`src/rtl/skx_pkg.sv`:
```
`timescale 1ns/1ps
package skx_pkg;
   typedef enum logic [1:0] {
      PH_DECODE = 2'd0,
      PH_READ   = 2'd1,
      PH_PROC   = 2'd2,
      PH_WRITE  = 2'd3
   } phase_e;

   typedef enum logic [1:0] {
      OP_NOP     = 2'd0,
      OP_XORLIT  = 2'd1,
      OP_TSTSKIP = 2'd2
   } op_e;

   typedef struct packed {
      op_e        op;
      logic       bank_bit;
      logic [7:0] fld;
      logic       two_word;
   } dec_s;
endpackage

```
`src/rtl/skx_decode.sv`:
```
`timescale 1ns/1ps
module skx_decode
   import skx_pkg::*;
#(
   parameter int         INSN_W   = 16,
   parameter logic [7:0] XOR_OPC  = 8'h0A,
   parameter logic [6:0] TST_OPC  = 7'b0110011,
   parameter logic [3:0] LONG_A   = 4'hC,
   parameter logic [3:0] LONG_B   = 4'hE
) (
   input  logic [INSN_W-1:0] word,
   output dec_s              dec
);
   localparam int TOP = INSN_W - 1;

   generate
      if (INSN_W != 16) begin : g_bad_width
         $error("skx_decode: INSN_W must be 16");
      end
   endgenerate

   always_comb begin
      dec          = '0;
      dec.fld      = word[7:0];
      dec.bank_bit = word[8];
      dec.two_word = (word[TOP -: 4] == LONG_A) || (word[TOP -: 4] == LONG_B);
      if (word[TOP -: 8] == XOR_OPC)
         dec.op = OP_XORLIT;
      else if (word[TOP -: 7] == TST_OPC)
         dec.op = OP_TSTSKIP;
      else
         dec.op = OP_NOP;
   end
endmodule

```
`src/rtl/skx_addr_gen.sv`:
```
`timescale 1ns/1ps
module skx_addr_gen #(
   parameter int              DATA_W    = 8,
   parameter int              BANK_W    = 4,
   parameter int              ADDR_W    = BANK_W + DATA_W,
   parameter logic [DATA_W-1:0] ACC_SPLIT = 8'h60,
   parameter bit              EXT_EN    = 1'b1
) (
   input  logic              bank_bit,
   input  logic [DATA_W-1:0] fld,
   input  logic [BANK_W-1:0] bank_sel,
   input  logic              ext_mode,
   input  logic [ADDR_W-1:0] index_base,
   output logic [ADDR_W-1:0] addr
);
   localparam logic [BANK_W-1:0] LOW_BANK  = '0;
   localparam logic [BANK_W-1:0] HIGH_BANK = '1;

   generate
      if (ADDR_W != BANK_W + DATA_W) begin : g_bad_addr
         $error("skx_addr_gen: ADDR_W must equal BANK_W + DATA_W");
      end
   endgenerate

   logic [ADDR_W-1:0] access_addr;
   logic              use_index;

   assign access_addr = (fld < ACC_SPLIT) ? {LOW_BANK, fld} : {HIGH_BANK, fld};

   generate
      if (EXT_EN) begin : g_ext
         assign use_index = ext_mode && (fld < ACC_SPLIT);
      end else begin : g_no_ext
         logic unused_ext;
         assign unused_ext = ext_mode ^ (^index_base);
         assign use_index  = 1'b0;
      end
   endgenerate

   always_comb begin
      if (bank_bit)
         addr = {bank_sel, fld};
      else if (use_index)
         addr = index_base + {{BANK_W{1'b0}}, fld};
      else
         addr = access_addr;
   end

   // low half of access bank stays in bank 0 unless indexing applies
   always_comb begin
      if (!bank_bit && !ext_mode && (fld < ACC_SPLIT))
         p_acc_low_r9: assert (addr[ADDR_W-1 -: BANK_W] == LOW_BANK);
   end
endmodule

```
`src/rtl/skx_alu.sv`:
```
`timescale 1ns/1ps
module skx_alu #(
   parameter int DATA_W = 8
) (
   input  logic [DATA_W-1:0] w_in,
   input  logic [DATA_W-1:0] lit,
   input  logic [DATA_W-1:0] opnd,
   output logic [DATA_W-1:0] xor_res,
   output logic              res_neg,
   output logic              res_zero,
   output logic              opnd_zero
);
   assign xor_res   = w_in ^ lit;
   assign res_neg   = xor_res[DATA_W-1];
   assign res_zero  = (xor_res == '0);
   assign opnd_zero = (opnd == '0);
endmodule

```
`src/rtl/skx_exec_unit.sv`:
```
`timescale 1ns/1ps
module skx_exec_unit
   import skx_pkg::*;
#(
   parameter int DATA_W = 8,
   parameter int BANK_W = 4,
   parameter int PC_W   = 8,
   parameter int INSN_W = 16,
   parameter bit EXT_EN = 1'b1
) (
   input  logic              clk,
   input  logic              rst,
   output logic [PC_W-1:0]   rom_addr,
   input  logic [INSN_W-1:0] rom_data,
   output logic [BANK_W+DATA_W-1:0] rf_addr,
   input  logic [DATA_W-1:0] rf_data,
   input  logic [BANK_W-1:0] bank_sel,
   input  logic              ext_mode,
   input  logic [BANK_W+DATA_W-1:0] index_base,
   output logic [DATA_W-1:0] w_reg,
   output logic              flag_n,
   output logic              flag_z,
   output logic [1:0]        phase,
   output logic              exec_slot
);
   localparam int ADDR_W = BANK_W + DATA_W;

   generate
      if (DATA_W != 8) begin : g_bad_data
         $error("skx_exec_unit: DATA_W must be 8");
      end
      if (PC_W < 2) begin : g_bad_pc
         $error("skx_exec_unit: PC_W too small");
      end
   endgenerate

   logic [1:0]        phase_q;
   logic [PC_W-1:0]   pc_q;
   logic [INSN_W-1:0] ir_q;
   logic              disc_q;
   logic [DATA_W-1:0] w_q, opnd_q, res_q;
   logic              n_q, z_q, res_n_q, res_z_q, opz_q;

   dec_s              dec;
   logic [DATA_W-1:0] xor_res;
   logic              res_neg, res_zero, opnd_zero;
   logic              skip_now;

   skx_decode #(.INSN_W(INSN_W)) u_dec (
      .word (ir_q),
      .dec  (dec)
   );

   skx_addr_gen #(
      .DATA_W (DATA_W),
      .BANK_W (BANK_W),
      .ADDR_W (ADDR_W),
      .EXT_EN (EXT_EN)
   ) u_addr (
      .bank_bit   (dec.bank_bit),
      .fld        (dec.fld),
      .bank_sel   (bank_sel),
      .ext_mode   (ext_mode),
      .index_base (index_base),
      .addr       (rf_addr)
   );

   skx_alu #(.DATA_W(DATA_W)) u_alu (
      .w_in      (w_q),
      .lit       (dec.fld),
      .opnd      (opnd_q),
      .xor_res   (xor_res),
      .res_neg   (res_neg),
      .res_zero  (res_zero),
      .opnd_zero (opnd_zero)
   );

   assign skip_now = !disc_q && (dec.op == OP_TSTSKIP) && opz_q;

   always_ff @(posedge clk) begin
      if (rst) begin
         phase_q <= 2'd0;
         pc_q    <= '0;
         ir_q    <= '0;
         disc_q  <= 1'b1;
         w_q     <= '0;
         n_q     <= 1'b0;
         z_q     <= 1'b0;
         opnd_q  <= '0;
         res_q   <= '0;
         res_n_q <= 1'b0;
         res_z_q <= 1'b0;
         opz_q   <= 1'b0;
      end else begin
         phase_q <= phase_q + 2'd1;
         case (phase_q)
            PH_READ: opnd_q <= rf_data;
            PH_PROC: begin
               res_q   <= xor_res;
               res_n_q <= res_neg;
               res_z_q <= res_zero;
               opz_q   <= opnd_zero;
            end
            PH_WRITE: begin
               if (!disc_q && (dec.op == OP_XORLIT)) begin
                  w_q <= res_q;
                  n_q <= res_n_q;
                  z_q <= res_z_q;
               end
               ir_q   <= rom_data;
               pc_q   <= pc_q + {{(PC_W-1){1'b0}}, 1'b1};
               disc_q <= skip_now || (disc_q && dec.two_word);
            end
            default: ;
         endcase
      end
   end

   assign rom_addr  = pc_q;
   assign w_reg     = w_q;
   assign flag_n    = n_q;
   assign flag_z    = z_q;
   assign phase     = phase_q;
   assign exec_slot = !disc_q;

   // phases advance one per clock
   p_phase_seq_r2: assert property (@(posedge clk) disable iff (rst)
      1'b1 |=> phase_q == $past(phase_q) + 2'd1);
   // PC moves only at end of write phase
   p_pc_hold_r2: assert property (@(posedge clk) disable iff (rst)
      (phase_q != 2'd3) |=> $stable(pc_q));
   p_pc_adv_r2: assert property (@(posedge clk) disable iff (rst)
      (phase_q == 2'd3) |=> pc_q == $past(pc_q) + {{(PC_W-1){1'b0}}, 1'b1});
   // W only written at the end of the write phase
   p_w_window_r3: assert property (@(posedge clk) disable iff (rst)
      (phase_q != 2'd3) |=> $stable(w_q));
   // flags agree with the new W after an XOR
   p_flags_r3: assert property (@(posedge clk) disable iff (rst)
      (phase_q == 2'd3 && !disc_q && dec.op == OP_XORLIT)
      |=> (z_q == (w_q == '0)) && (n_q == w_q[DATA_W-1]));
   // zero operand on a live test discards the next word
   p_skip_r4: assert property (@(posedge clk) disable iff (rst)
      (phase_q == 2'd3 && !disc_q && dec.op == OP_TSTSKIP && opnd_q == '0)
      |=> !exec_slot);
   // test-and-skip leaves W and flags alone
   p_tst_quiet_r7: assert property (@(posedge clk) disable iff (rst)
      (phase_q == 2'd3 && dec.op == OP_TSTSKIP)
      |=> $stable(w_q) && $stable(n_q) && $stable(z_q));
   // banked access uses bank_sel as upper address bits
   p_bank_r8: assert property (@(posedge clk) disable iff (rst)
      dec.bank_bit |-> rf_addr[ADDR_W-1 -: BANK_W] == bank_sel);
   // other words do not touch W
   p_nop_quiet_r11: assert property (@(posedge clk) disable iff (rst)
      (phase_q == 2'd3 && dec.op == OP_NOP) |=> $stable(w_q));
endmodule

```
`config.mk`:
```
export PLATFORM = sky130hd
export DESIGN_NAME = skx_exec_unit
export DESIGN_NICKNAME = d
export VERILOG_FILES = /design/src/rtl/skx_pkg.sv /design/src/rtl/skx_decode.sv /design/src/rtl/skx_addr_gen.sv /design/src/rtl/skx_alu.sv /design/src/rtl/skx_exec_unit.sv
export SDC_FILE = /design/constraint.sdc
export NUM_CORES = 1
export LEC_CHECK = 0
export ABC_AREA = 1
export BUFFER_PORTS_ARGS = -buffer_cell sky130_fd_sc_hd__buf_2
export CAP_MARGIN = 20
export CORE_MARGIN = 2
export CORE_UTILIZATION = 45
export DETAILED_ROUTE_END_ITERATION = 8
export PLACE_DENSITY_LB_ADDON = 0.05
export SYNTH_ARGS = -nofsm -noshare
export SYNTH_HDL_FRONTEND = slang
export SYNTH_SLANG_ARGS = --single-unit
```
`constraint.sdc`:
```
create_clock -name clk -period 1.9 [get_ports clk]
set_input_delay 0.095 -clock clk [delete_from_list [all_inputs] [get_ports clk]]
set_output_delay 0.095 -clock clk [all_outputs]
set_load 0.02 [all_outputs]
```
**Word level (Yosys, flattened, before mapping)**

Cells that the tools add are included.

- Register bits: 56
- Latch bits: 0
- Bits in writable memories: 0
- Bits in read-only memories: 0
- Input bits: 43
- Output and inout port bits: 33
- Word-level logic and storage cells: 42
- Memories: 0

- Add/sub/neg operators: 3
- Multiply operators: 0
- Div/mod/pow operators: 0
- Magnitude comparators: 1
- Eq/ne operators: 9
- Shift operators: 0
- Multiplexer cells: 5
- Bitwise logic cells: 1
- Reductions and logical operators: 11

Operator list:

| operator | number |
|---|---|
| two-way mux 12 bit | 3 |
| logical NOT 8 bit | 2 |
| adder 12 x 8 -> 12 bit | 1 |
| adder 8 x 1 -> 8 bit (second input constant) | 1 |
| == test 4 bit (second input constant) | 2 |
| == test 8 x 4 -> 1 bit (second input constant) | 1 |
| less-than comparator 8 x 7 -> 1 bit (second input constant) | 1 |
| XOR 8 bit | 1 |
| == test 7 x 6 -> 1 bit (second input constant) | 1 |
| == test 2 bit (second input constant) | 3 |
| logical AND 1 bit | 5 |
| == test 2 x 1 -> 1 bit (second input constant) | 2 |
| two-way mux 2 bit | 2 |
| adder 2 x 1 -> 2 bit (second input constant) | 1 |
| logical OR 1 bit | 2 |
| AND reduction 2 bit | 1 |
| logical NOT 1 bit | 1 |

**Longest topological paths before layout**

Gate-level depths: netlist of the first run.

- Depth in word-level cells: 7
- Gate-level depth with buffers: 12

**By module**

Synthesis of the first run repeated with hierarchy kept, for this count alone.

- Cells, all modules: 476
- Area total of the unflattened synthesis: 3145.5 µm²

Modules (own cells, without submodules):

| module | times used | cells an instance | area each (µm²) | seq. area each (µm²) |
|---|---|---|---|---|
| skx_exec_unit | 1 | 261 | 2024.4 | 1121.1 |
| skx_addr_gen | 1 | 138 | 760.7 | 0.0 |
| skx_alu | 1 | 51 | 220.2 | 0.0 |
| skx_decode | 1 | 26 | 140.1 | 0.0 |

**Least setup slack after synthesis of the first run**

No wires, ideal clock.

- Path kind: reg2out
- Start point: reg ir_q[0]
- End point: out rf_addr[6]
- Arrival: 1639 ps
- Setup slack: 166 ps
- Stages on the path, launching flop included: 13
- Path through: dfxtp_1 > ha_1 > inv_1 > fa_1 > inv_1 > nand3_1 > nand3_1 > nand2_1 > nand2_1 > nand2_1 > nand3_1 > o21ai_1 > inv_1

- Cells in the longest elaborated chain, start to end: 4
- Elaborated cells between the ends (all ways): 5
- Those cells by class: 1 x add/sub; 1 x order compare; 2 x mux; 1 x reduce/logical

RTL lines:

| element | RTL line | text |
|---|---|---|
| from (decl) | skx_exec_unit.sv:39 | `logic [INSN_W-1:0] ir_q;` |
| from (signal assigned) | skx_exec_unit.sv:110 | `ir_q <= rom_data;` |
| branches (longest 2 deep; another with adder 12 x 8 -> 12 bit) | n/a |  |
| two-way mux 12 bit * | skx_addr_gen.sv:43 | `else if (use_index)` |
| two-way mux 12 bit * | skx_addr_gen.sv:41 | `if (bank_bit)` |
| to (decl) | skx_exec_unit.sv:15 | `output logic [BANK_W+DATA_W-1:0] rf_addr,` |

Mark *: on every way between the ends.

**Final worst setup path of the first run**

- Start point: reg ir_q[0]
- End point: out rf_addr[8]

- Cells in the longest elaborated chain, start to end: 4
- Elaborated cells between the ends (all ways): 6
- Those cells by class: 1 x add/sub; 1 x order compare; 3 x mux; 1 x reduce/logical

RTL lines:

| element | RTL line |
|---|---|
| less-than comparator 8 x 7 -> 1 bit | skx_addr_gen.sv:28, skx_addr_gen.sv:32 |
| two-way mux 12 bit or logical AND 1 bit (tied branches) | skx_addr_gen.sv:28, skx_addr_gen.sv:32 |
| two-way mux 12 bit * | skx_addr_gen.sv:43 |
| two-way mux 12 bit * | skx_addr_gen.sv:41 |

Every way passes the cells marked *; elsewhere a longest branch is shown, timed or not.

==> summary.md, run 1 <==
| Metric | Value |
|---|---|
| Final net count | 581 |
| Setup CP Type | reg2out |
| Clock root buffer | clkbuf_8 |
| Non-Filler Instances | 603 |
| Die W | 84.6 µm |
| Final Util | 62.6% |
| Startpoint types | register |
| Most frequent cell after synthesis | nor2_1 |
| Top-area cell type share of the netlist area | 37.0% |
| Drt total wl | 7.63 mm |
| Yosys warns | 0 |
| Layout cells sized above 1 | 30.8% |
| Worst hold margin | 7.16 ps |
| Gr ovfl total | 0 |
| Initial core utilization | 46.3% |
| Number of global-route vias before repair | 2656 |
| Seq cells post-synth | 54 |
| Max FFs per register | 16 |
| RSZ-0062 raised after global routing | true |
| Overall power | 2.69 mW |
| Worst-path clk slew | 100 ps |
| Htree depth | 2 |
| Setup TNS | -272 ps |
| Initial antenna violation count | 1 |
| Ys async rst share | 0% |
| Failing checks | setup timing |
| Ant. Diodes | 0 |
| Area growth syn-to-layout | 35.3% |
| RePlAce Congestion | 0.862 |
| Clock sinks | 54 |
| Top cells by area, synth | dfxtp_1, nor2_1, nand2_1 |
| Die Ht | 84.6 µm |
| WP data required | 1800 ps |
| Final instance area | 0.00395 mm² |
| PD cells | 682 mW/mm² |
| Setup ws final | -101 ps |
| Pin count of the biggest net entering global routing | 24 |
| Gr usage total | 20.4% |
| Fmax | 500 MHz |
| Syn Inst Count | 429 |
| P_leak | 2.04 nW |
| Hold Crit Class | in2reg |
| Post-route DRC | 0 |
| VDD IR max | 375 µV |
| Cell taking the most area after synthesis | dfxtp_1 |
| DR iter-0 viols | 116 |
| Post-DR vias/cell | 4.89 |
| Min-delay src | rf_data[7] |
| Core ar. | 0.00631 mm² |
| IO buf count | 75 |
| Critical Path Source | ir_q[0] |
| Worst Tran Pin Value | 467 ps |
| Rows | 29 |
| DP Wirelength | 5.42 mm |
| Final Hold Fails | 0 |
| Cell Area, Placed | 0.00342 mm² |
| Post-place setup slack | 72.4 ps |
| First-pass GRT wire length | 11.9 mm |
| DRT antenna net count | 0 |
| Longest Clk Path Bufs | 2 |
| Total CTS buffers | 5 |
| Synth top cells by count | nor2_1, nand2_1, dfxtp_1 |
| Placed cell count | 581 |
| CTS tree | done |
| Drt wl/cell | 12.7 µm |
| Number of synthesized flops with an enable pin | 0 |
| Register name with the most flops | ir_q |
| Worst r2r src | phase[0] |
| Clk_skew | 13.2 ps |
| Worst slew margin | 68.9% |
| Ports | 76 |
| Status | finished with violations |
| DR pass1 iterations | 4 |
| Via count | 2950 |
| Final period demand of the worst path | 2000 ps |
| Top_reg_cell synth | dfxtp_1 |
| CP max FO | 3 |
| CP endpoint kind | output port |
| Worst skew pair latency | 310 ps |
| Max-cap violations | 0 |
| Period utilization | 105% |
| Syn_area_per_cell | 6.81 µm² |
| Synthesized net count | 485 |
| Synth Cell Area | 0.00292 mm² |
| Critical Path AT | 1910 ps |
| Fin. max-slew vios | 0 |
| Final setup violating endpoints | 4 |
| Synth unique cells | 36 |
| Seq/Total Area, Yosys | 37.0% |
| Die area | 0.00715 mm² |
-- placed cells by master (no fill, tap or decap), types with 4 or more instances in the layout --
master | Yosys | final
xnor2_1 | 4 | 4
nor3_1 | 6 | 6
clkbuf_8 | 0 | 6
dfxtp_4 | 0 | 4
nand3_1 | 23 | 15
nand2_1 | 82 | 71
nand3_2 | 0 | 6
o21ai_0 | 17 | 17
ha_1 | 12 | 4
xor2_1 | 6 | 6
ha_4 | 0 | 8
dlygate4sd3_1 | 0 | 5
inv_2 | 4 | 6
buf_6 | 2 | 7
buf_4 | 1 | 23
nor2_1 | 86 | 81
o21ai_1 | 21 | 21
buf_2 | 3 | 68
o211ai_1 | 4 | 4
nor2_2 | 2 | 6
nand4_1 | 6 | 6
dfxtp_1 | 54 | 47
nand2_2 | 1 | 11
inv_1 | 49 | 47
a21oi_1 | 19 | 17
-- cell families after synthesis --
| logic type | Yosys count | share of synthesized area [%] |
|---|---|---|
| compound gates | 65 | 11.7 |
| buf+inv | 68 | 9.51 |
| xor+xnor | 10 | 3.00 |
| simple gates | 217 | 32.2 |
| flops | 54 | 37.0 |
| fa+ha+maj | 13 | 5.83 |
| mux | 2 | 0.686 |
-- critical path: stages, from the launching register on --
cell	delay, ps
dfxtp_2	360
ha_4	140
inv_2	40
fa_2	340
inv_2	80
nand3_2	90
nand3_4	100
nand2_1	80
nand2_1	70
nand2_1	60
nand3_2	70
nand2_2	60
buf_6	130
-- report_power, final --
group	total, mW	switching (mW)	leakage (nW)	internal [mW]
clock	0.816	0.382	0.0618	0.434
combinational	0.635	0.353	1.53	0.282
sequential	1.24	0.0497	0.444	1.19
total	2.69	0.785	2.04	1.91
-- layer usage --
metal	up-vias	share of wire (%)	GRT usage, %
met4	0	0.92	4.91
met3	9	5.2	4.62
met5	-	0	0
li1	1560	-	-
met1	1309	46	26.4
met2	72	48	34.6
-- final timing paths --
kind	to	slack, ps	depth (start not counted)
worst max-delay path	rf_addr[8]	-100	12
worst min-delay path	opnd_q[7]	7	3
worst max register to register	rom_addr[6]	350	7
worst min register to register	ir_q[12]	490	2
-- final cells by class --
class                           instances  area, µm²
Clock buffer                            6       82.6
Clock inverter                          2       38.8
Fill cell                             589       2360
Inverter                               54        203
Multi-Input combinational cell        307       1790
Sequential cell                        54       1100
Tap cell                               77       96.3
Timing Repair Buffer                  103        642
-- timing repair --
| action | CTS | global route |
|---|---|---|
| gates cloned | 0 | 1 |
| buffers inserted | 2 | 6 |
| setup endpoints to repair | 10 | 12 |
| endpoints found under the hold margin | 5 | 0 |
| resized for setup | 28 | 46 |
| pin swaps | 6 | 13 |
| hold buffers | 5 | 0 |
(Power assumes the default switching activity.)
==> run 2, diff against run 1 <==
Settings changed: CORE_UTILIZATION 45 to 35.
==> summary.md, run 2 (same netlist as run 1, synthesis figures left out) <==
| Metric | Value |
|---|---|
| Clock sinks | 54 |
| Final period demand of the worst path | 1960 ps |
| Max FFs per register | 16 |
| Setup ws final | -58.3 ps |
| Hold Crit Class | in2reg |
| Die area | 0.00909 mm² |
| Overall power | 2.73 mW |
| Cell Area, Placed | 0.00346 mm² |
| CP endpoint kind | output port |
| Final instance area | 0.00413 mm² |
| Clk_skew | 14.1 ps |
| Final setup violating endpoints | 5 |
| Most frequent cells in the layout | nor2_1, nand2_1, buf_2, inv_1, dfxtp_1 |
| RePlAce Congestion | 0.825 |
| Layout cells sized above 1 | 32.1% |
| Rows | 33 |
| Failing checks | setup timing |
| Post-DR vias/cell | 4.63 |
| Via count | 2956 |
| Fmax | 511 MHz |
| Worst Tran Pin Value | 513 ps |
| Final Hold Fails | 0 |
| First-pass GRT wire length | 13.4 mm |
| Fin. max-slew vios | 0 |
| DRT antenna net count | 0 |
| Period utilization | 103% |
| Worst slew margin | 65.7% |
| P_leak | 2.10 nW |
| Post-route DRC | 0 |
| Setup TNS | -167 ps |
| WP data required | 1800 ps |
| Clock root buffer | clkbuf_8 |
| Initial core utilization | 35.9% |
| Drt wl/cell | 12.7 µm |
| Non-Filler Instances | 638 |
| Startpoint types | register |
| VDD IR max | 297 µV |
| Critical Path AT | 1860 ps |
| IO buf count | 75 |
| DR iter-0 viols | 71 |
| Worst-path clk slew | 110 ps |
| Die W | 95.3 µm |
| R2R Setup Slk | 360 ps |
| Gr usage total | 18.8% |
| Gr ovfl total | 0 |
| Number of global-route vias before repair | 2906 |
| Fillers | 827 |
| DP Wirelength | 5.80 mm |
| Ant. Diodes | 0 |
| Status | finished with violations |
| PD cells | 661 mW/mm² |
| DR pass1 iterations | 4 |
| Core ar. | 0.00813 mm² |
| Max-cap violations | 0 |
| Total CTS buffers | 5 |
| Initial antenna violation count | 0 |
| Die Ht | 95.3 µm |
| Post-place setup slack | 68.8 ps |
| Htree depth | 2 |
| Longest Clk Path Bufs | 2 |
| Drt total wl | 8.07 mm |
| RSZ-0062 raised after global routing | true |
| CTS tree | done |
| CP max FO | 2 |
| Pin count of the biggest net entering global routing | 33 |
| Worst hold margin | 9.20 ps |
| Area growth syn-to-layout | 41.4% |
| Final net count | 588 |
| Final Util | 50.8% |
| Worst skew pair latency | 310 ps |
| Register name with the most flops | ir_q |
| Placed cell count | 610 |
| Commonest non-fill, non-tap cell in the layout | nor2_1 |
| Setup CP Type | reg2out |
| Ports | 76 |
[run 2: changes by cell type in the layout (fill, tap and decap cells not counted), moves of 4 or more]
| cell | previous run | this run |
|---|---|---|
| buf_6 | 7 | 11 |
| nand2_2 | 11 | 15 |
| dlygate4sd3_1 | 5 | 12 |
| nand2_1 | 71 | 66 |
[run 2: final timing paths]
path / startpoint / cells after the start / endpoint
setup / recovery: ir_q[0] / 8 / rf_addr[2]
hold / removal: rom_data[10] / 3 / ir_q[10]
hold reg to reg: res_q[1] / 2 / w_reg[1]
setup reg to reg: phase[0] / 7 / rom_addr[6]
[run 2: cell type report]
type | instances | area [µm²] | area share, %
tap | 105 | 131 | 3.18
timing repair buffer | 110 | 732 | 17.7
clock buffer | 5 | 68.8 | 1.67
clock inverter | 3 | 48.8 | 1.18
inverter | 54 | 203 | 4.91
sequential | 54 | 1100 | 26.6
multi-input combinational | 307 | 1850 | 44.7
[run 2: layer usage]
layer	routed length (µm)	up-vias	track usage [%]
li1	-	1569	-
met1	3860	1322	24.4
met2	3870	61	32.8
met3	298	4	2.61
met4	40	0	4.35
met5	0	-	0
[run 2: worst max-delay path, stage by stage (launching register included)]
cell and delay (ps):
dfxtp_2 360, ha_4 130, inv_2 30, fa_2 340, buf_4 140, buf_4 130
xor2_1 140, o21ai_1 130, buf_4 160
[run 2: where the power goes]
part / total [mW] / internal (mW) / switching [mW]
Sequential: 1.24 / 1.19 / 0.0500
Clock: 0.812 / 0.402 / 0.410
Combinational: 0.674 / 0.304 / 0.369
Total: 2.73 / 1.90 / 0.830
[run 2: what timing repair did]
action / in CTS / in global routing
buffers inserted: 3 / 5
pin swaps: 8 / 17
setup endpoints to repair: 11 / 11
gates cloned: 1 / 0
gates resized for setup: 49 / 46
hold buffers: 12 / 0
endpoints found under the hold margin: 12 / 0
